`config.mk`:
```
export PLATFORM = sky130hd
export DESIGN_NAME = skip_eval_unit
export DESIGN_NICKNAME = d
export VERILOG_FILES = /design/src/rtl/skip_pkg.sv /design/src/rtl/skip_cond_eval.sv /design/src/rtl/skip_cost_calc.sv /design/src/rtl/skip_seq_fsm.sv /design/src/rtl/skip_eval_unit.sv
export SDC_FILE = /design/constraint.sdc
export NUM_CORES = 1
export LEC_CHECK = 0
export BUFFER_PORTS_ARGS = -buffer_cell sky130_fd_sc_hd__clkbuf_2
export CAP_MARGIN = 40
export CORE_MARGIN = 8
export CORE_UTILIZATION = 39
export DETAILED_ROUTE_END_ITERATION = 8
export GPL_TIMING_DRIVEN = 0
export PLACE_DENSITY = 0.75
export REMOVE_ABC_BUFFERS = 1
export SKIP_LAST_GASP = 1
export SLEW_MARGIN = 25
export SYNTH_ARGS = -nofsm -noshare
export SYNTH_HDL_FRONTEND = slang
export SYNTH_SLANG_ARGS = --single-unit
export TNS_END_PERCENT = 100
```
`constraint.sdc`:
```
create_clock -name clk_i -period 2.2 [get_ports clk_i]
set_clock_uncertainty 0.15 [all_clocks]
set_input_delay 0.66 -clock clk_i [delete_from_list [all_inputs] [get_ports clk_i]]
set_output_delay 0.66 -clock clk_i [all_outputs]
set_load 0.05 [all_outputs]
```
`src/rtl/skip_pkg.sv`:
```
package skip_pkg;

    localparam int OP_W = 5;

    // Conditional opcodes share the high bits 2'b10; the low three bits select the test
    localparam logic [1:0] COND_HI = 2'b10;

    typedef enum logic [2:0] {
        TST_BITS_ANY  = 3'd0,
        TST_BITS_NONE = 3'd1,
        TST_EQUAL     = 3'd2,
        TST_UNEQUAL   = 3'd3,
        TST_UGREATER  = 3'd4,
        TST_SGREATER  = 3'd5,
        TST_ULESS     = 3'd6,
        TST_SLESS     = 3'd7
    } test_sel_e;

    typedef enum logic {
        ST_IDLE  = 1'b0,
        ST_ARMED = 1'b1
    } skip_state_e;

endpackage

```
`src/rtl/skip_cond_eval.sv`:
```
module skip_cond_eval
    import skip_pkg::*;
#(
    parameter int DATA_W = 16
) (
    input  logic [OP_W-1:0]   opcode_i,
    input  logic [DATA_W-1:0] b_i,
    input  logic [DATA_W-1:0] a_i,
    output logic              is_cond_o,
    output logic              skip_req_o
);

    localparam int NUM_TESTS = 8;

    logic [NUM_TESTS-1:0] pass_vec;
    logic                 any_common;
    test_sel_e            sel;

    assign any_common = |(b_i & a_i);
    assign sel        = test_sel_e'(opcode_i[2:0]);
    assign is_cond_o  = (opcode_i[OP_W-1:OP_W-2] == COND_HI);

    // Evaluate every test in parallel; the opcode only steers the final mux
    generate
        for (genvar t = 0; t < NUM_TESTS; t++) begin : g_test
            always_comb begin
                unique case (test_sel_e'(t))
                    TST_BITS_ANY:  pass_vec[t] = any_common;
                    TST_BITS_NONE: pass_vec[t] = !any_common;
                    TST_EQUAL:     pass_vec[t] = (b_i == a_i);
                    TST_UNEQUAL:   pass_vec[t] = (b_i != a_i);
                    TST_UGREATER:  pass_vec[t] = (b_i > a_i);
                    TST_SGREATER:  pass_vec[t] = ($signed(b_i) > $signed(a_i));
                    TST_ULESS:     pass_vec[t] = (b_i < a_i);
                    TST_SLESS:     pass_vec[t] = ($signed(b_i) < $signed(a_i));
                    default:       pass_vec[t] = 1'b1;
                endcase
            end
        end
    endgenerate

    // A failed test requests a skip of the following instruction
    assign skip_req_o = is_cond_o && !pass_vec[sel];

endmodule

```
`src/rtl/skip_cost_calc.sv`:
```
module skip_cost_calc #(
    parameter int BASE_COST    = 2,
    parameter int SKIP_PENALTY = 1,
    parameter int COST_W       = 2
) (
    input  logic              taken_i,
    output logic [COST_W-1:0] cost_o
);

    localparam logic [COST_W-1:0] BASE_V = COST_W'(BASE_COST);
    localparam logic [COST_W-1:0] PEN_V  = COST_W'(SKIP_PENALTY);

    assign cost_o = taken_i ? (BASE_V + PEN_V) : BASE_V;

endmodule

```
`src/rtl/skip_seq_fsm.sv`:
```
module skip_seq_fsm
    import skip_pkg::*;
#(
    parameter int DATA_W       = 16,
    parameter int BASE_COST    = 2,
    parameter int SKIP_PENALTY = 1,
    parameter int COST_W       = 2
) (
    input  logic              clk_i,
    input  logic              rst_ni,
    input  logic              instr_valid_i,
    input  logic              is_cond_i,
    input  logic              skip_req_i,
    input  logic [COST_W-1:0] cost_i,
    input  logic [DATA_W-1:0] sp_i,
    output logic              skip_o,
    output logic              done_o,
    output logic [COST_W-1:0] cost_o,
    output logic              discard_o,
    output logic [DATA_W-1:0] sp_restore_o
);

    skip_state_e state_q, state_d;

    logic              done_d;
    logic [COST_W-1:0] cost_d;
    logic              discard_d;
    logic [DATA_W-1:0] sp_d;

    // Next-state logic: T_ARM, T_HOLD, T_WAIT, T_CONSUME
    always_comb begin
        state_d = state_q;
        unique case (state_q)
            ST_IDLE: begin
                if (instr_valid_i && skip_req_i) begin
                    state_d = ST_ARMED;          // T_ARM
                end else begin
                    state_d = ST_IDLE;           // T_HOLD
                end
            end
            ST_ARMED: begin
                if (instr_valid_i) begin
                    state_d = ST_IDLE;           // T_CONSUME
                end else begin
                    state_d = ST_ARMED;          // T_WAIT
                end
            end
            default: state_d = ST_IDLE;
        endcase
    end

    // Next-output logic
    always_comb begin
        done_d    = 1'b0;
        cost_d    = '0;
        discard_d = 1'b0;
        sp_d      = '0;
        unique case (state_q)
            ST_IDLE: begin
                if (instr_valid_i && is_cond_i) begin
                    done_d = 1'b1;
                    cost_d = cost_i;
                end
            end
            ST_ARMED: begin
                if (instr_valid_i) begin
                    discard_d = 1'b1;
                    sp_d      = sp_i;
                end
            end
            default: ;
        endcase
    end

    // State register
    always_ff @(posedge clk_i) begin
        if (!rst_ni) begin
            state_q <= ST_IDLE;
        end else begin
            state_q <= state_d;
        end
    end

    // Output register
    always_ff @(posedge clk_i) begin
        if (!rst_ni) begin
            done_o       <= 1'b0;
            cost_o       <= '0;
            discard_o    <= 1'b0;
            sp_restore_o <= '0;
        end else begin
            done_o       <= done_d;
            cost_o       <= cost_d;
            discard_o    <= discard_d;
            sp_restore_o <= sp_d;
        end
    end

    assign skip_o = (state_q == ST_ARMED);

    AST_SKIP_HOLDS: assert property (@(posedge clk_i) disable iff (!rst_ni)
        (skip_o && !instr_valid_i) |=> skip_o);

    AST_SKIP_CLEARS: assert property (@(posedge clk_i) disable iff (!rst_ni)
        (skip_o && instr_valid_i) |=> !skip_o);

    AST_DISCARD_AFTER_ARMED: assert property (@(posedge clk_i) disable iff (!rst_ni)
        discard_o |-> $past(skip_o));

    AST_NO_EVAL_WHEN_DISCARD: assert property (@(posedge clk_i) disable iff (!rst_ni)
        !(done_o && discard_o));

    AST_ARM_COMES_WITH_DONE: assert property (@(posedge clk_i) disable iff (!rst_ni)
        $rose(skip_o) |-> done_o);

    AST_COST_MATCHES_SKIP: assert property (@(posedge clk_i) disable iff (!rst_ni)
        done_o |-> ((cost_o == COST_W'(BASE_COST + SKIP_PENALTY)) == skip_o));

endmodule

```
`src/rtl/skip_eval_unit.sv`:
```
module skip_eval_unit
    import skip_pkg::*;
#(
    parameter int DATA_W       = 16,
    parameter int BASE_COST    = 2,
    parameter int SKIP_PENALTY = 1,
    localparam int COST_W      = $clog2(BASE_COST + SKIP_PENALTY + 1)
) (
    input  logic              clk_i,
    input  logic              rst_ni,
    input  logic              instr_valid_i,
    input  logic [OP_W-1:0]   opcode_i,
    input  logic [DATA_W-1:0] b_i,
    input  logic [DATA_W-1:0] a_i,
    input  logic [DATA_W-1:0] sp_i,
    output logic              skip_o,
    output logic              done_o,
    output logic [COST_W-1:0] cost_o,
    output logic              discard_o,
    output logic [DATA_W-1:0] sp_restore_o
);

    logic              is_cond;
    logic              skip_req;
    logic [COST_W-1:0] cost_now;

    skip_cond_eval #(
        .DATA_W (DATA_W)
    ) u_eval (
        .opcode_i   (opcode_i),
        .b_i        (b_i),
        .a_i        (a_i),
        .is_cond_o  (is_cond),
        .skip_req_o (skip_req)
    );

    skip_cost_calc #(
        .BASE_COST    (BASE_COST),
        .SKIP_PENALTY (SKIP_PENALTY),
        .COST_W       (COST_W)
    ) u_cost (
        .taken_i (skip_req),
        .cost_o  (cost_now)
    );

    skip_seq_fsm #(
        .DATA_W       (DATA_W),
        .BASE_COST    (BASE_COST),
        .SKIP_PENALTY (SKIP_PENALTY),
        .COST_W       (COST_W)
    ) u_fsm (
        .clk_i         (clk_i),
        .rst_ni        (rst_ni),
        .instr_valid_i (instr_valid_i),
        .is_cond_i     (is_cond),
        .skip_req_i    (skip_req),
        .cost_i        (cost_now),
        .sp_i          (sp_i),
        .skip_o        (skip_o),
        .done_o        (done_o),
        .cost_o        (cost_o),
        .discard_o     (discard_o),
        .sp_restore_o  (sp_restore_o)
    );

    AST_RESTORE_ONLY_ON_DISCARD: assert property (@(posedge clk_i) disable iff (!rst_ni)
        !discard_o |-> (sp_restore_o == '0));

    AST_NONCOND_NO_DONE: assert property (@(posedge clk_i) disable iff (!rst_ni)
        (instr_valid_i && !skip_o && (opcode_i[OP_W-1:OP_W-2] != 2'b10)) |=> !done_o);

endmodule

```
==> metrics.md <==
| Metric | Value |
|---|---|
| Status | finished clean |
| Critical-path cell list | clkbuf_2, inv_2, ha_4, nand4_1, a2111o_1, a31o_1, a21oi_2, o32ai_2 |
| ANT cells | 0 |
| Routed length per instance | 12.76 um |
| Num CTS Buffers | 3 |
| Final setup vio count | 0 |
| First-pass GRT wire length | 4698 um |
| Pleak | 1.002 nW |
| CP Class | in2reg |
| Worst vdd ir | 0.0001802 V |
| Total GRT Usage | 10.44% |
| Setup TNS | 0 ns |
| Skew-Pair Late Insertion Delay | 0.29 ns |
| Most common cell after layout, fill and taps aside | clkbuf_2 |
| Maximum clock path buffer count | 2 |
| Slowest CP cell | a2111o_1 |
| Register area share after synthesis | 31.67% |
| Post-DRT Antenna Nets | 0 |
| Placer Congestion | 0.8008 |
| Worst setup EP type | register |
| Router iterations before antenna repair | 4 |
| Synth Instances | 137 |
| Final Hold Fails | 0 |
| Max incr delay on CP | 0.44 ns |
| F_max | 0.4574 GHz |
| Post-synth top area share | 31.67% |
| Area taken by flip-flops and latches | 420.4 sq um |
| Hold/Removal Path Class | reg2reg |
| CTS hold repair buffers | 0 |
| Die height | 74.34 um |
| Slew @ Worst Pin | 0.3939 ns |
| Buffers and inverters on the worst path | 2 |
| Filler cells | 317 |
| Initial antenna violation count | 0 |
| Number of global-route vias before repair | 1202 |
| # DRC | 0 |
| DP HPWL | 2794 um |
| Die ar. | 5526 sq um |
| Multi-input logic area | 960.9 sq um |
| Total grt overflow | 0 |
| Max-cap check violation count | 0 |
| Critical path arrival | 2.22 ns |
| Leading area contributor after synthesis | dfxtp_1 |
| Clock Tree Root | clkbuf_4 |
| Synth warn | 0 |
| DR iter-0 viols | 14 |
| Count of state elements after synthesis | 21 |
| Io pins | 77 |
| Cell Rows | 21 |
| Area Growth Syn to Fin | 46.18% |
| Largest net degree at the start of global routing | 18 |
| Vias | 1213 |
| Distinct cells, synth | 31 |
| Critical path launch point type | input port |
| Nets@finish | 305 |
| CTS Sinks | 21 |
| Most frequent cells in the layout | 73 x clkbuf_2, 23 x ha_1, 21 x dfxtp_1 |
| H-tree levels | 1 |
| Placeable Area | 3311 sq um |
| Final worst-path cycle share | 99.38% |
| Mapped Area | 1328 sq um |
| RSZ-0062 raised after global routing | true |
| Layout cells sized above 1 | 49.54% |
| CTS tree | done |
| PD cells | 403.6 nW/um^2 |
| Slew Viols, Final | 0 |
| IO Port Bufs | 76 |
| Vias per cell | 4.630 |
| Mapped Avg Cell Area | 9.690 sq um |
| Slew margin rel. | 73.74% |
| Worst-path clk slew | 0.11 ns |
| Initial Util | 40.10% |
| CP required | 2.24 ns |
| Die span in x | 74.34 um |
| CP top delay family | compound AO/OA/AOI/OAI gates |
| Fin crit period | 2.186 ns |
| Largest cells by area after synthesis | dfxtp_1 32%, ha_1 30%, and2_1 7.5% |
| Total Wirelength | 3342 um |
| Largest fanout on the critical path | 4 |
| Worst hold slack | 0.3842 ns |
routing by layer:
layer | vias up | track usage [%] | share of wire, %
li1 | 628 | - | -
met1 | 527 | 11.66 | 41
met2 | 56 | 18.65 | 46
met3 | 2 | 2.830 | 12
met4 | 0 | 3.261 | 0.57
met5 | - | 0 | 0
where the power goes:
| group | switching (mW) | leakage [nW] | internal, mW | total (mW) |
|---|---|---|---|---|
| registers | 0.00138 | 0.169 | 0.384 | 0.386 |
| logic | 0.115 | 0.815 | 0.111 | 0.226 |
| clock network | 0.104 | 0.0177 | 0.0675 | 0.172 |
tightest hold or removal path, cell delays in order (launching register included):
cell     delay (ns)
dfxtp_1        0.35
nand2_1        0.08
o32ai_2        0.07
cell usage after synthesis:
cell	instances
ha_1	32
dfxtp_1	21
inv_1	18
and2_1	16
nand4_1	7
a21oi_1	6
a21oi_2	3
nand2_1	3
nor2_1	3
nor4_1	3
o21ai_1	3
a31o_1	2
clkbuf_1	2
a2111o_1	1
a21o_1	1
a21o_2	1
and3_1	1
and4_1	1
and4_2	1
nand3b_1	1
nand4_2	1
nor2b_1	1
nor3_1	1
nor4_2	1
o211ai_2	1
o21ai_0	1
o22ai_1	1
o32ai_2	1
or2_1	1
or3_1	1
xnor2_1	1
cell type report:
type                    count  share of cell area, %
multi-input cells          96                  49.52
inverters                  18                  3.611
well taps                  46                  2.966
repair buffers             77                  20.83
flip-flops and latches     21                  21.66
clock buffers               3                  1.161
clock inverters             1                 0.2579
kinds of logic (layout without fill, tap and decap cells):
logic type,Yosys count,after routing,share of synthesized area (%)
AND/OR/NAND/NOR,42,42,20.08
adder cells (fa/ha/maj),32,32,30.16
AO/OA/AOI/OAI,21,21,11.78
flip-flops,21,21,31.67
buffers and inverters,20,99,5.655
XOR/XNOR,1,1,0.6599
registers in the layout, indices dropped and copies added (netlist names):
register / count
u_fsm.done_o: 1
u_fsm.cost_o: 2
u_fsm.sp_restore_o: 16
u_fsm.discard_o: 1
u_fsm.skip_o: 1
metrics by stage:
| step | power [mW] | instances | utilization, % | cell area [sq um] | setup WS (ns) |
|---|---|---|---|---|---|
| 6_report | 0.7833 | 262 | 58.62 | 1941 | 0.01373 |
| 5_1_grt | 0.8354 | 262 | 58.62 | 1941 | -0.06257 |
| 4_1_cts | 0.7538 | 261 | 53.93 | 1785 | 0.001054 |
| 3_5_place_dp | 0.5788 | 257 | 53.10 | 1758 | -0.3833 |
| 3_3_place_gp | 0.5752 | 257 | 53.10 | 1758 | -0.3730 |
| 2_1_floorplan | 0.4978 | 135 | - | 1320 | -0.1399 |
worst paths after layout:
check	slack, ns	from	cells after the start	endpoint
worst max-delay path	0.01	a_i[9]	8	u_fsm.skip_o$_SDFF_PN0_
worst min-delay path	0.38	u_fsm.skip_o$_SDFF_PN0_	2	u_fsm.skip_o$_SDFF_PN0_
worst max register to register	0.94	u_fsm.skip_o$_SDFF_PN0_	4	u_fsm.skip_o$_SDFF_PN0_
worst min register to register	0.38	u_fsm.skip_o$_SDFF_PN0_	2	u_fsm.skip_o$_SDFF_PN0_
repair_timing:
action	in CTS	in global routing
gates cloned	0	0
setup endpoints to repair	2	2
pin swaps	2	16
setup buffers	0	1
hold endpoints to repair	0	0
resized for setup	0	26
No activity file was read; power rests on OpenSTA's default activity.
